### config.mk
export PLATFORM = sky130hd
export DESIGN_NAME = exc_vector_sel
export DESIGN_NICKNAME = d
export VERILOG_FILES = /design/src/rtl/exc_pkg.sv /design/src/rtl/exc_prio_arb.sv /design/src/rtl/exc_vec_gen.sv /design/src/rtl/exc_fiq_track.sv /design/src/rtl/exc_vector_sel.sv
export SDC_FILE = /design/constraint.sdc
export NUM_CORES = 1
export LEC_CHECK = 0
export ABC_AREA = 1
export ABC_CLOCK_PERIOD_IN_PS = 1300
export CAP_MARGIN = 20
export CORE_UTILIZATION = 35
export CTS_CLUSTER_SIZE = 8
export DETAILED_ROUTE_END_ITERATION = 7
export GPL_ROUTABILITY_DRIVEN = 0
export PLACE_DENSITY_LB_ADDON = 0.2
export SYNTH_ARGS = -nofsm -noshare
export SYNTH_HDL_FRONTEND = slang
export SYNTH_SLANG_ARGS = --single-unit
### constraint.sdc
create_clock -name clk_i -period 1.3 [get_ports clk_i]
set_input_delay 0.26 -clock clk_i [delete_from_list [all_inputs] [get_ports clk_i]]
set_output_delay 0.26 -clock clk_i [all_outputs]
set_load 0.02 [all_outputs]
### src/rtl/exc_pkg.sv
`timescale 1ns/1ps
package exc_pkg;
  localparam int unsigned EXC_NUM = 7;
  localparam int unsigned VEC_W   = 32;

  typedef enum logic [2:0] {
    EXC_RST  = 3'd0,
    EXC_DABT = 3'd1,
    EXC_FIQ  = 3'd2,
    EXC_IRQ  = 3'd3,
    EXC_PABT = 3'd4,
    EXC_UND  = 3'd5,
    EXC_SWI  = 3'd6
  } exc_idx_e;

  // Offset of each handler slot from the vector base.
  function automatic logic [VEC_W-1:0] exc_offset(input int unsigned idx);
    logic [VEC_W-1:0] off;
    case (idx)
      EXC_DABT: off = VEC_W'(32'h10);
      EXC_FIQ:  off = VEC_W'(32'h1C);
      EXC_IRQ:  off = VEC_W'(32'h18);
      EXC_PABT: off = VEC_W'(32'h0C);
      EXC_UND:  off = VEC_W'(32'h04);
      EXC_SWI:  off = VEC_W'(32'h08);
      default:  off = '0;
    endcase
    return off;
  endfunction

  // Full handler address; reset never moves.
  function automatic logic [VEC_W-1:0] exc_vector(input int unsigned idx,
                                                  input logic hi,
                                                  input logic [VEC_W-1:0] hi_base);
    if (idx == EXC_RST) return '0;
    return (hi ? hi_base : '0) | exc_offset(idx);
  endfunction
endpackage

### src/rtl/exc_prio_arb.sv
`timescale 1ns/1ps
module exc_prio_arb #(
  parameter int unsigned N = 7
) (
  input  logic [N-1:0] req_i,
  output logic [N-1:0] grant_o,
  output logic         any_o
);
  // blocked[i] is set when some source of index below i is requesting
  logic [N:0] blocked;
  assign blocked[0] = 1'b0;

  for (genvar i = 0; i < N; i++) begin : g_rank
    assign blocked[i+1] = blocked[i] | req_i[i];
    assign grant_o[i]   = req_i[i] & ~blocked[i];
  end

  assign any_o = blocked[N];
endmodule

### src/rtl/exc_vec_gen.sv
`timescale 1ns/1ps
module exc_vec_gen
  import exc_pkg::*;
#(
  parameter logic [VEC_W-1:0] HI_BASE = 32'hFFFF_0000
) (
  input  logic [EXC_NUM-1:0] grant_i,
  input  logic               hi_i,
  output logic [VEC_W-1:0]   vec_o
);
  always_comb begin
    vec_o = '0;
    for (int unsigned i = 0; i < EXC_NUM; i++) begin
      if (grant_i[i]) vec_o = vec_o | exc_vector(i, hi_i, HI_BASE);
    end
  end
endmodule

### src/rtl/exc_fiq_track.sv
`timescale 1ns/1ps
module exc_fiq_track (
  input  logic clk_i,
  input  logic rst_ni,
  input  logic take_fiq_i,
  input  logic take_rst_i,
  input  logic ret_i,
  output logic busy_o
);
  logic busy_q;

  always_ff @(posedge clk_i or negedge rst_ni) begin
    if (!rst_ni)                 busy_q <= 1'b0;
    else if (take_fiq_i)         busy_q <= 1'b1;
    else if (ret_i || take_rst_i) busy_q <= 1'b0;
  end

  assign busy_o = busy_q;

  AST_FIQ_SETS_BUSY: assert property (@(posedge clk_i) disable iff (!rst_ni)
    take_fiq_i |=> busy_q);
  AST_RET_CLEARS_BUSY: assert property (@(posedge clk_i) disable iff (!rst_ni)
    ((ret_i || take_rst_i) && !take_fiq_i) |=> !busy_q);
endmodule

### src/rtl/exc_vector_sel.sv
`timescale 1ns/1ps
module exc_vector_sel
  import exc_pkg::*;
#(
  parameter logic [31:0] HI_BASE = 32'hFFFF_0000
) (
  input  logic        clk_i,
  input  logic        rst_ni,
  input  logic        req_rst_i,
  input  logic        req_dabt_i,
  input  logic        req_fiq_i,
  input  logic        req_irq_i,
  input  logic        req_pabt_i,
  input  logic        req_und_i,
  input  logic        req_swi_i,
  input  logic        vec_hi_i,
  input  logic        fiq_ret_i,
  output logic        taken_o,
  output logic [6:0]  exc_id_o,
  output logic [31:0] vector_o
);
  logic [EXC_NUM-1:0] raw_req;
  logic [EXC_NUM-1:0] elig_req;
  logic [EXC_NUM-1:0] grant;
  logic               grant_any;
  logic [VEC_W-1:0]   next_vec;
  logic               fiq_busy;
  logic               take_fiq;
  logic               take_rst;

  assign raw_req = {req_swi_i, req_und_i, req_pabt_i, req_irq_i,
                    req_fiq_i, req_dabt_i, req_rst_i};

  // Normal interrupt held off while the fast handler runs.
  always_comb begin
    elig_req = raw_req;
    elig_req[EXC_IRQ] = raw_req[EXC_IRQ] & ~fiq_busy;
  end

  exc_prio_arb #(.N(EXC_NUM)) u_arb (
    .req_i   (elig_req),
    .grant_o (grant),
    .any_o   (grant_any)
  );

  exc_vec_gen #(.HI_BASE(HI_BASE)) u_vec (
    .grant_i (grant),
    .hi_i    (vec_hi_i),
    .vec_o   (next_vec)
  );

  assign take_fiq = grant[EXC_FIQ];
  assign take_rst = grant[EXC_RST];

  exc_fiq_track u_track (
    .clk_i      (clk_i),
    .rst_ni     (rst_ni),
    .take_fiq_i (take_fiq),
    .take_rst_i (take_rst),
    .ret_i      (fiq_ret_i),
    .busy_o     (fiq_busy)
  );

  always_ff @(posedge clk_i or negedge rst_ni) begin
    if (!rst_ni) begin
      taken_o  <= 1'b0;
      exc_id_o <= '0;
      vector_o <= '0;
    end else begin
      taken_o  <= grant_any;
      exc_id_o <= grant;
      if (grant_any) vector_o <= next_vec;
    end
  end

  AST_ID_ONEHOT: assert property (@(posedge clk_i) disable iff (!rst_ni)
    $onehot0(exc_id_o));
  AST_DABT_OUTRANKS: assert property (@(posedge clk_i) disable iff (!rst_ni)
    (req_dabt_i && !req_rst_i) |=> exc_id_o[EXC_DABT]);
  AST_RST_VEC_ZERO: assert property (@(posedge clk_i) disable iff (!rst_ni)
    exc_id_o[EXC_RST] |-> (vector_o == '0));
  AST_IRQ_MASKED: assert property (@(posedge clk_i) disable iff (!rst_ni)
    fiq_busy |-> !grant[EXC_IRQ]);
  AST_STROBE_HAS_ID: assert property (@(posedge clk_i) disable iff (!rst_ni)
    taken_o == (exc_id_o != '0));
  AST_UND_SWI_EXCL: assert property (@(posedge clk_i) disable iff (!rst_ni)
    !(req_und_i && req_swi_i));
endmodule

==> results.py <==
metrics = {
    "run_status": {
        "run_status": "complete, no violations",
    },
    "placed_design": {
        "port-buffer-count": 37,
        "dp_hpwl_mm": 1.07,
        "dpl_cell_area_um2": 1090,
        "pre_cts_ws_ns": -0.203,
    },
    "floorplanning": {
        "core_area_um2": 2000,
        "fp.dieW_um": 48.8,
        "floorplan.initialDensity_pct": 38.3,
        "die_area_um2": 2380,
        "ios": 51,
        "fp.dieH_um": 48.8,
        "std_cell_rows": 16,
    },
    "worst_setup_path": {
        "crit_type": "flip-flop to output port",
        "cp-start-kind": "flip-flop",
        "slowest_stage": "dfrtp_1",
        "critical_path_buf_inv_count": 1,
        "crit_path_max_incr_delay_ns": 0.40,
        "cp_cell_sequence": "dlygate4sd2_1",
        "worstPathArrival_ns": 0.99,
        "cpLargestDelayFamily": "flip-flops",
        "crit_required_ns": 1.04,
        "critPathMaxFanout": 2,
        "cp-end-kind": "output port",
    },
    "synth": {
        "async_reset_ff_share_pct": 100,
        "synth_warnings": 0,
        "syn_area_um2": 767,
        "ys_ff_latch": 13,
        "synth_edf_count": 0,
        "synth.yosys.seq_area_share_pct": 42.4,
        "synth_cells": 82,
        "syn_avg_cell_area_um2": 9.35,
        "synth_cell_types": 20,
        "synthFlopType": "dfrtp_1",
    },
    "routing": {
        "wl_met3_um": 98,
        "wl_per_cell_um": 9.15,
        "wl_met1_um": 552,
        "via_per_inst": 3.89,
        "num_vias": 560,
        "wl_met2_um": 645,
        "drt-pass1-iter-count": 4,
        "drt_wl_total_mm": 1.32,
        "remaining_drc_errors": 0,
        "drtIter0Drc": 5,
        "top_layer_used": "met4",
        "final_antenna_net_count": 0,
    },
    "global_routing": {
        "grt_max_degree": 17,
        "grt_overflow_total": 0,
        "grt_pass1_vias": 501,
        "grt_antenna_before_repair": 0,
        "grt_pass1_wl_mm": 2.17,
        "grt.total_usage_pct": 12.0,
    },
    "min_path": {
        "holdCritPathClass": "input port to asynchronous set/reset pin",
    },
    "clock_tree": {
        "clock_path_buffers": 2,
        "cts.sinks": 13,
        "cts_tree": "done",
        "cts_root_buffer": "clkbuf_4",
        "clk_latency_ns": 0.27,
        "cts_buffers": 3,
        "htree_levels": 1,
        "clkSlewWorstSetupHoldPaths_ns": 0.08,
    },
    "timing": {
        "grt_setup_unrepaired": "no",
        "fin_skew_ns": 0.00243,
        "finalHoldViolations": 0,
        "worst_slack_ns": 0.0530,
        "fin_crit_sh_pct": 95.9,
        "finalMaxSlewViolations": 0,
        "final-setup-viol-count": 0,
        "hold-worst-slack_ns": 0.282,
        "finalCriticalPeriod_ns": 1.25,
        "tns_ns": 0,
        "max_freq_mhz": 802,
    },
    "finish": {
        "syn2layout_area_growth_pct": 34.4,
        "layout_commonest_cell": "buf_2",
        "fin_area_um2": 1030,
        "drive_above_1_share_pct": 35.0,
        "nFillCells": 197,
        "fin_nets": 129,
        "n_antenna_cell": 0,
        "final_cell_mix": "16 x buf_2, 13 x conb_1, 13 x dfrtp_1",
    },
    "power": {
        "p_leak_nw": 0.615,
        "peakVddDrop_uv": 453,
        "power.density_nw_per_um2": 926,
        "total_power_uw": 955,
    },
    "flow_run": {
        "cap_violations": 0,
    },
}
-- Yosys cell counts, types with 2 or more instances --
library cell | number | area share (%)
dfrtp_1 | 13 | 42
nand2_1 | 11 | 5.4
inv_1 | 6 | 2.9
inv_2 | 5 | 2.4
buf_4 | 28 | 27
nor3_1 | 2 | 1.3
nor2_1 | 4 | 2.0
-- registers in the layout, indices dropped and copies added (netlist names) --
signal and cells:
taken_o 1, exc_id_o 7, u_track.busy_o 1, vector_o 4
-- report_power, final --
group / total [mW] / leakage, nW / internal, mW / switching (mW)
Sequential: 0.429 / 0.167 / 0.421 / 0.00799
Clock: 0.246 / 0.0150 / 0.119 / 0.127
Combinational: 0.280 / 0.433 / 0.105 / 0.175
Total: 0.955 / 0.615 / 0.645 / 0.310
-- area by class of cell --
class	instances	area (µm²)	area share (%)
repair buffers	47	364	35.3
flip-flops and latches	13	325	31.6
multi-input cells	42	240	23.3
inverters	11	41.3	4.00
well taps	27	33.8	3.28
clock buffers	4	26.3	2.55
-- cell families after synthesis --
group / Yosys count / share of synthesized area (%)
AOI/OAI and AO/OA: 4 / 3.26
buffers and inverters: 39 / 32.8
DFF: 13 / 42.4
other: 1 / 0.489
and+or+nand+nor: 25 / 21.0
-- path summary, 6_finish.rpt --
check | startpoint | endpoint | slack [ns] | depth (start not counted)
setup / recovery | vector_o[3] | vector_o[3] | 0.05 | 1
hold / removal | rst_ni | u_track.busy_o | 0.28 | 2
setup reg to reg | u_track.busy_o | vector_o[30] | 0.19 | 8
hold reg to reg | vector_o[2] | vector_o[2] | 0.48 | 2
max in group asynchronous | rst_ni | exc_id_o[6] | 0.86 | 2
min in group clk_i | vector_o[2] | vector_o[2] | 0.48 | 2
-- metal layers --
layer | vias up | track usage (%)
li1 | 283 | -
met1 | 245 | 14.7
met2 | 30 | 19.9
met3 | 2 | 1.56
met4 | 0 | 7.35
met5 | - | 0
-- per-stage QoR --
step           cells  util (%)
6_report         144      51.5
5_1_grt          144      51.5
4_1_cts          144      51.2
3_5_place_dp     139      54.3
3_3_place_gp     139      54.3
2_1_floorplan     94         -
-- what timing repair did --
| action | in CTS | in global routing |
|---|---|---|
| endpoints found under the hold margin | 0 | 0 |
| endpoints found under the setup margin | 27 | 1 |
| gates resized for setup | 75 | 1 |
| buffers inserted | 1 | 0 |
| hold buffers | 0 | 0 |
| pin swaps | 0 | 1 |
No activity file was read; power rests on OpenSTA's default activity.
